**src/rtl/alu_pkg.sv**
```systemverilog
package alu_pkg;

  localparam int unsigned NIB = 4;

  typedef struct packed {
    logic n;
    logic z;
    logic c;
    logic v;
  } alu_flags_t;

  typedef enum logic {
    OP_ADD = 1'b0,
    OP_SUB = 1'b1
  } alu_op_e;

endpackage

```
**src/rtl/alu_rst_sync.sv**
```systemverilog
module alu_rst_sync #(
  parameter int unsigned STAGES = 2
) (
  input  logic clk,
  input  logic rst_n,
  output logic rst_sync_n
);
  logic [STAGES-1:0] chain_q;

  always_ff @(posedge clk or negedge rst_n) begin
    if (!rst_n) chain_q <= '0;
    else        chain_q <= {chain_q[STAGES-2:0], 1'b1};
  end

  assign rst_sync_n = chain_q[STAGES-1];
endmodule

```
**src/rtl/alu_bin_core.sv**
```systemverilog
module alu_bin_core #(
  parameter int unsigned W = 8
) (
  input  logic         sub,
  input  logic [W-1:0] a,
  input  logic [W-1:0] b,
  input  logic         cin,
  output logic [W-1:0] sum,
  output logic         cout,
  output logic         ovf
);
  logic [W-1:0] b_eff;
  logic [W:0]   wide;

  always_comb begin
    b_eff = sub ? ~b : b;
    wide  = {1'b0, a} + {1'b0, b_eff} + {{W{1'b0}}, cin};
    sum   = wide[W-1:0];
    cout  = wide[W];
    ovf   = (a[W-1] == b_eff[W-1]) && (wide[W-1] != a[W-1]);
  end
endmodule

```
**src/rtl/alu_bcd_digit.sv**
```systemverilog
module alu_bcd_digit
  import alu_pkg::*;
(
  input  logic           sub,
  input  logic [NIB-1:0] a,
  input  logic [NIB-1:0] b,
  input  logic           ci,      // carry (add) or borrow (sub)
  output logic [NIB-1:0] d,
  output logic           co,      // carry (add) or borrow (sub)
  output logic           raw_msb  // top bit of the uncorrected add digit
);
  logic [NIB:0]   s_add;
  logic [NIB+1:0] s_sub;
  logic           fix;

  always_comb begin
    s_add   = {1'b0, a} + {1'b0, b} + {{NIB{1'b0}}, ci};
    s_sub   = {2'b00, a} - {2'b00, b} - {{(NIB+1){1'b0}}, ci};
    raw_msb = s_add[NIB-1];
    if (sub) begin
      fix = s_sub[NIB+1];
      d   = fix ? (s_sub[NIB-1:0] - 4'd6) : s_sub[NIB-1:0];
    end else begin
      fix = (s_add > 5'd9);
      d   = fix ? (s_add[NIB-1:0] + 4'd6) : s_add[NIB-1:0];
    end
    co = fix;
  end
endmodule

```
**src/rtl/alu_dec8.sv**
```systemverilog
module alu_dec8
  import alu_pkg::*;
#(
  parameter int unsigned DIGITS = 2,
  localparam int unsigned W = DIGITS * NIB
) (
  input  logic         clk,
  input  logic         rst_n,
  input  logic         start,
  input  logic         op_sub,
  input  logic         dec_mode,
  input  logic [W-1:0] acc_in,
  input  logic [W-1:0] opnd_in,
  input  logic         carry_in,
  output logic [W-1:0] result,
  output logic         flag_n,
  output logic         flag_z,
  output logic         flag_c,
  output logic         flag_v,
  output logic         done
);
  logic         srst_n;
  logic [W-1:0] bin_sum;
  logic         bin_cout;
  logic         bin_ovf;
  logic [DIGITS:0]   dchain;
  logic [DIGITS-1:0] raw_top;
  logic [W-1:0] dec_sum;

  alu_rst_sync #(.STAGES(2)) i_rst_sync (
    .clk        (clk),
    .rst_n      (rst_n),
    .rst_sync_n (srst_n)
  );

  alu_bin_core #(.W(W)) i_bin (
    .sub  (op_sub),
    .a    (acc_in),
    .b    (opnd_in),
    .cin  (carry_in),
    .sum  (bin_sum),
    .cout (bin_cout),
    .ovf  (bin_ovf)
  );

  // add: carry enters directly; sub: carry is an inverted borrow
  assign dchain[0] = op_sub ? ~carry_in : carry_in;

  for (genvar g = 0; g < DIGITS; g++) begin : g_digit
    alu_bcd_digit i_dig (
      .sub     (op_sub),
      .a       (acc_in[g*NIB +: NIB]),
      .b       (opnd_in[g*NIB +: NIB]),
      .ci      (dchain[g]),
      .d       (dec_sum[g*NIB +: NIB]),
      .co      (dchain[g+1]),
      .raw_msb (raw_top[g])
    );
  end

  // next-state logic
  logic [W-1:0] res_d, res_q;
  alu_flags_t   flg_d, flg_q;
  logic         done_d, done_q;

  always_comb begin
    res_d  = res_q;
    flg_d  = flg_q;
    done_d = start;
    if (start) begin
      flg_d.z = (bin_sum == '0);
      flg_d.v = bin_ovf;
      if (dec_mode) begin
        res_d   = dec_sum;
        flg_d.n = op_sub ? bin_sum[W-1] : raw_top[DIGITS-1];
        flg_d.c = op_sub ? bin_cout : dchain[DIGITS];
      end else begin
        res_d   = bin_sum;
        flg_d.n = bin_sum[W-1];
        flg_d.c = bin_cout;
      end
    end
  end

  // registers
  always_ff @(posedge clk or negedge srst_n) begin
    if (!srst_n) begin
      res_q  <= '0;
      flg_q  <= '0;
      done_q <= 1'b0;
    end else begin
      res_q  <= res_d;
      flg_q  <= flg_d;
      done_q <= done_d;
    end
  end

  assign result = res_q;
  assign flag_n = flg_q.n;
  assign flag_z = flg_q.z;
  assign flag_c = flg_q.c;
  assign flag_v = flg_q.v;
  assign done   = done_q;

  // assertions
  a_r2_done_pulse: assert property (@(posedge clk) disable iff (!srst_n)
    start |=> done);
  a_r2_done_idle: assert property (@(posedge clk) disable iff (!srst_n)
    !start |=> !done);
  a_r11_hold: assert property (@(posedge clk) disable iff (!srst_n)
    !start |=> ($stable(result) && $stable(flag_n) && $stable(flag_z)
                && $stable(flag_c) && $stable(flag_v)));
  a_r4_sub_carry: assert property (@(posedge clk) disable iff (!srst_n)
    (start && op_sub) |=>
      (flag_c == (({1'b0, $past(acc_in)} + {{W{1'b0}}, $past(carry_in)})
                  > {1'b0, $past(opnd_in)})));
  a_r9_bcd_digits: assert property (@(posedge clk) disable iff (!srst_n)
    (start && dec_mode && !op_sub && acc_in[3:0] <= 4'd9 && acc_in[7:4] <= 4'd9
     && opnd_in[3:0] <= 4'd9 && opnd_in[7:4] <= 4'd9) |=>
      (result[3:0] <= 4'd9 && result[7:4] <= 4'd9));
  a_r3_bin_add: assert property (@(posedge clk) disable iff (!srst_n)
    (start && !dec_mode && !op_sub) |=>
      ({flag_c, result} == ({1'b0, $past(acc_in)} + {1'b0, $past(opnd_in)}
                            + {{W{1'b0}}, $past(carry_in)})));
endmodule

```
**config.mk**
```make
export PLATFORM = sky130hd
export DESIGN_NAME = alu_dec8
export DESIGN_NICKNAME = d
export VERILOG_FILES = /design/src/rtl/alu_pkg.sv /design/src/rtl/alu_rst_sync.sv /design/src/rtl/alu_bin_core.sv /design/src/rtl/alu_bcd_digit.sv /design/src/rtl/alu_dec8.sv
export SDC_FILE = /design/constraint.sdc
export NUM_CORES = 1
export LEC_CHECK = 0
export CAP_MARGIN = 25
export CELL_PAD_IN_SITES_DETAIL_PLACEMENT = 1
export CELL_PAD_IN_SITES_GLOBAL_PLACEMENT = 2
export CORE_ASPECT_RATIO = 1.2
export CORE_UTILIZATION = 42
export DETAILED_ROUTE_END_ITERATION = 12
export DONT_BUFFER_PORTS = 1
export PLACE_DENSITY_LB_ADDON = 0.2
export RECOVER_POWER = 100
export SLEW_MARGIN = 20
export SYNTH_ARGS = -nofsm -noshare
export SYNTH_HDL_FRONTEND = slang
export SYNTH_HIERARCHICAL = 1
export SYNTH_SLANG_ARGS = --single-unit
```
**constraint.sdc**
```tcl
create_clock -name clk -period 1.05 [get_ports clk]
set_input_delay 0.21 -clock clk [delete_from_list [all_inputs] [get_ports clk]]
set_output_delay 0.21 -clock clk [all_outputs]
set_load 0.03 [all_outputs]
```
-- After elaboration in Yosys (flattened, before gate mapping)
Cells that the tools add are included.
- flip-flop bits (word level): 15
- logic and storage cells: 43
- add/sub/neg operators: 14
- $lt $le $gt $ge: 2
- equality and inequality tests: 2
- mux-type cells: 14
- bitwise gates (word level): 2
- reduce and logical (&&, ||, !) cells: 2
- operators by type and width (cell ; number):
    2-to-1 mux 4 bit ; 6
    2-to-1 mux 8 bit ; 2
    subtractor 6 x 1 -> 6 bit ; 2
    adder 4 x 4 -> 5 bit ; 2
    adder 5 x 1 -> 5 bit ; 2
    greater-than comparator 5 x 4 -> 1 bit, second input constant ; 2
    subtractor 4 x 4 -> 5 bit ; 2
    adder 8 x 8 -> 9 bit ; 1
    adder 9 x 1 -> 9 bit ; 1
    adder 4 x 3 -> 4 bit, second input constant ; 2
    logical NOT 8 bit ; 1
    inverter 8 bit ; 1
    subtractor 4 x 3 -> 4 bit, second input constant ; 2
    2-to-1 mux 1 bit ; 6
    equality test 1 bit ; 1
    logical AND 1 bit ; 1
    inequality test 1 bit ; 1
    inverter 1 bit ; 1

-- Logic depth before layout (Yosys ltp)
- depth after elaboration: 10
- gate-level depth with buffers: 25
- mapped depth without buffers: 25

-- Modules after synthesis
Netlist, hierarchy kept.
- by module, submodules not included (module ; instances ; cells each ; area an instance (um^2) ; sequential area each (um^2)):
    alu_dec8 ; 1 ; 54 ; 590.6 ; 325.3
    alu_bcd_digit (g_digit[1].i_dig) ; 1 ; 68 ; 546.8 ; 0.0
    alu_bcd_digit (g_digit[0].i_dig) ; 1 ; 68 ; 536.8 ; 0.0
    alu_bin_core ; 1 ; 60 ; 470.5 ; 0.0
    alu_rst_sync ; 1 ; 3 ; 53.8 ; 50.0

-- Least setup slack after synthesis
No wires, ideal clock.
- path kind: in2reg
- from: input op_sub
- to: register res_q[6] (netlist: result[6])
- library setup time: 77 ps
- arrival: 4034 ps
- required time: 973 ps
- slack: -3061 ps
- stages on the path: 25
- buffers on the path: 0
- cells stage by stage: xor2_1 -> inv_1 -> fa_1 -> inv_1 -> fa_1 -> inv_1 -> ha_1 -> nand2_1 -> o21ai_1 -> o21ai_1 -> nor2_1 -> a21oi_1 -> inv_1 -> fa_1 -> inv_1 -> fa_1 -> xor2_2 -> ha_1 -> nand2_1 -> o21ai_1 -> o21ai_2 -> mux2_4 -> mux2i_1 -> mux2i_1 -> a21oi_1
- word-level cells in the longest chain between the ends: 9
- elaborated cells on any way between the ends: 17
- RTL lines (item ; RTL line ; text):
    start: declaration ; alu_dec8.sv:10 ; input logic op_sub,
    2-to-1 mux 1 bit ; alu_dec8.sv:47 ; assign dchain[0] = op_sub ? ~carry_in : carry_in;
    adder 5 x 1 -> 5 bit ; alu_bcd_digit.sv:17 ; s_add = {1'b0, a} + {1'b0, b} + {{NIB{1'b0}}, ci};
    greater-than comparator 5 x 4 -> 1 bit ; alu_bcd_digit.sv:24 ; fix = (s_add > 5'd9);
    2-to-1 mux 1 bit * ; alu_bcd_digit.sv:20 ; if (sub) begin
    named net dchain[1] ; alu_dec8.sv:26 ; logic [DIGITS:0] dchain;
    subtractor 6 x 1 -> 6 bit / adder 5 x 1 -> 5 bit (equally long branches) ; alu_bcd_digit.sv:18, alu_bcd_digit.sv:17 ;
    subtractor 4 x 3 -> 4 bit, or another cell as far along ; alu_bcd_digit.sv:22 ; d = fix ? (s_sub[NIB-1:0] - 4'd6) : s_sub[NIB-1:0];
    2-to-1 mux 4 bit, on equally long branches ; alu_bcd_digit.sv:22, alu_bcd_digit.sv:25 ;
    2-to-1 mux 4 bit * ; alu_bcd_digit.sv:20 ;
    named net dec_sum[6] ; alu_dec8.sv:28 ; logic [W-1:0] dec_sum;
    2-to-1 mux 8 bit * ; alu_dec8.sv:73 ; if (dec_mode) begin
    end signal: assignment ; alu_dec8.sv:92 ; res_q <= res_d;
    end: declaration ; alu_dec8.sv:62 ; logic [W-1:0] res_d, res_q;
The timed path passes the listed nets; every way through them passes the cells marked *.
A chain may end at the register's enable or synchronous reset.

-- Final worst setup path
- from: input carry_in
- to: register res_q[6] (netlist: result[6])
- word-level cells in the longest chain between the ends: 10
- elaborated cells on any way between the ends: 16
- RTL lines (item ; RTL line ; text):
    start: declaration ; alu_dec8.sv:14 ; input logic carry_in,
    inverter 1 bit ; alu_dec8.sv:47 ;
    2-to-1 mux 1 bit * ; alu_dec8.sv:47 ;
    adder 5 x 1 -> 5 bit ; alu_bcd_digit.sv:17 ;
    greater-than comparator 5 x 4 -> 1 bit ; alu_bcd_digit.sv:24 ;
    2-to-1 mux 1 bit * ; alu_bcd_digit.sv:20 ;
    named net dchain[1] ; alu_dec8.sv:26 ;
    subtractor 6 x 1 -> 6 bit / adder 5 x 1 -> 5 bit (equally long branches) ; alu_bcd_digit.sv:18, alu_bcd_digit.sv:17 ;
    subtractor 4 x 3 -> 4 bit, or another cell as far along ; alu_bcd_digit.sv:22 ;
    2-to-1 mux 4 bit, on equally long branches ; alu_bcd_digit.sv:22, alu_bcd_digit.sv:25 ;
    2-to-1 mux 4 bit * ; alu_bcd_digit.sv:20 ;
    named net dec_sum[6] ; alu_dec8.sv:28 ;
    2-to-1 mux 8 bit * ; alu_dec8.sv:73 ;
Marks and branches as above.

==> key figures <==
Run status
  • Outcome: complete, but fails checks
  • Violated checks: setup timing

Placed design
  • Port bufs: 0
  • Worst slack, placed: -3130 ps
  • Dpl cells: 351
  • Gpl congestion: 0.823
  • Post-DP HPWL: 5.18 mm

Clocking
  • CTS tree: done
  • Root Driver: clkbuf_8
  • H-tree depth: 1
  • Clk sinks: 15
  • CTS clk-pin slew, worst paths: 60 ps
  • CTS buffer count: 3
  • Clock latency on the worst-skew pair: 260 ps
  • Worst-case clock buffer depth: 2

Route
  • Vias: 1989
  • Vias/cell: 5.36
  • Initial DRC count: 77
  • DR pass1 iterations: 4
  • Drt total wl: 6.78 mm
  • DR WL/cell: 18.3 µm
  • Routed Antenna Nets: 0
  • DRC Markers: 0

STA
  • Final worst-path cycle share: 3.69
  • Fin worst setup slack: -2830 ps
  • Slew margin rel.: 0.649
  • Min Clock Period, post-route: 3880 ps
  • Final slew viol count: 0
  • Worst Clk Skew: 4.34 ps
  • RSZ-0062 raised after global routing: true
  • Final setup vio count: 12
  • Final Hold Viols: 0
  • Highest Clock Rate: 258 MHz
  • Slew @ Worst Pin: 526 ps

Logic synthesis
  • Post-Syn Area per Cell: 8.71 µm²
  • Synth warn: 6
  • Mapped Nets: 311
  • Post-Syn Area: 0.00219 mm²
  • Post-synthesis cell count: 252

Global routing
  • Antenna violations before repair: 0
  • Gr usage total: 0.253
  • Number of global-route vias before repair: 2092
  • Largest net degree at the start of global routing: 25
  • GRT overflow: 0
  • First-pass GRT wire length: 10.1 mm

Worst setup path
  • Critical path's slowest cell: fa_2
  • Worst setup EP type: flip-flop
  • Worst setup path class: primary input to flip-flop
  • Crit Path Max Fanout: 3
  • R2r startpoint: result[4]$_DFFE_PN0P_
  • R2R setup slack: 180 ps
  • CP Data Required Time: 1230 ps
  • Critical Path AT: 4060 ps
  • Capturing point of the worst reg2reg path: result[4]$_DFFE_PN0P_
  • CP peak stage delay: 440 ps
  • R2r worst-path depth: 2
  • Startpoint types: primary input

Floorplanning
  • Initial Utilization: 0.441
  • I/O Pins: 35
  • Core Area: 0.00497 mm²
  • Die Ht: 81.2 µm
  • Die W: 68.0 µm
  • Die area: 0.00552 mm²
  • Cell row count: 28

Layout
  • Commonest cells after routing, fill and taps aside: buf_4 (57), inv_1 (31), ha_1 (25)
  • Non-filler cells, final: 371
  • Commonest non-fill, non-tap cell in the layout: buf_4
  • Layout area overhead: 37.8%
  • Diodes inserted: 0
  • # fillers: 577
  • Core Util, Final: 0.608
  • Fin nets: 371
  • Share of layout cells above drive strength 1: 0.408

Power and ir drop
  • PwrDens: 1400 mW/mm²
  • Leak pwr: 1.43 nW
  • Max VDD drop: 0.454 mV
  • Total Power: 4.24 mW

Min path
  • Worst Hold End: result[2]$_DFFE_PN0P_
  • Worst hold path startpoint: start
  • Hold Crit Depth: 1
  • Min-Delay Path Class: primary input to flip-flop

Flow run
  • Max-cap violations: 0
sequential cells by signal, indices dropped and copies added, names as in the netlist:
signal and flops:
flag_v 1, flag_z 1, flag_c 1, i_rst_sync/chain_q 2, flag_n 1, result 8
done 1
metal layers:
metal,up-vias,global-route usage,routed length (µm)
met1,977,0.268,2510
met4,0,0.0958,170
met2,39,0.490,3910
met3,13,0.0267,186
li1,960,-,-
met5,-,0,0
worst max-delay path: cells and delay by family:
kind            cells  cell delay [ps]
fa+ha+maj           6             1720
compound gates      6              700
mux                 3              530
xor+xnor            2              370
buf+inv             5              340
simple gates        3              170
how the worst max path moves through the flow:
stage                        start                    end  slack, ps
after floorplan             op_sub  result[6]$_DFFE_PN0P_      -2930
after global placement      op_sub  result[6]$_DFFE_PN0P_      -2940
after detailed placement    op_sub  result[6]$_DFFE_PN0P_      -3130
after CTS                 carry_in  result[6]$_DFFE_PN0P_      -2720
after global routing      carry_in  result[5]$_DFFE_PN0P_      -3020
final                     carry_in  result[6]$_DFFE_PN0P_      -2830
where the power goes:
| part | total [mW] | internal [mW] | leakage, nW | switching, mW |
|---|---|---|---|---|
| clock | 0.482 | 0.264 | 0.0255 | 0.218 |
| sequential | 1.02 | 0.698 | 0.172 | 0.320 |
| combinational | 2.74 | 1.44 | 1.23 | 1.30 |
repair_timing:
| item | 4_1_cts | 5_1_grt |
|---|---|---|
| endpoints found under the setup margin | 12 | 13 |
| hold buffers | 2 | 0 |
| resized for setup | 20 | 17 |
| endpoints found under the hold margin | 3 | 0 |
| setup buffers | 9 | 6 |
| pin swaps | 31 | 14 |
per-stage QoR:
step	setup TNS (ps)	cell area [µm²]	hold slack, ps
2_1_floorplan	-21480	2310	-85.6
3_3_place_gp	-23300	2670	-85.6
3_5_place_dp	-24580	2670	-85.5
4_1_cts	-20470	2920	36.9
5_1_grt	-22950	3020	19.0
6_report	-21330	3020	30.4
final cells by class:
cell class                 instances  area (µm²)  area share
clock buffer                       3        41.3      0.0137
clock inverter                     1        5.00     0.00165
inverter                          37         139      0.0459
multi-input combinational        192        1890       0.626
sequential                        15         377       0.125
tap                               60        75.1      0.0248
timing repair buffer              63         493       0.163
No activity file was read; power rests on OpenSTA's default activity.
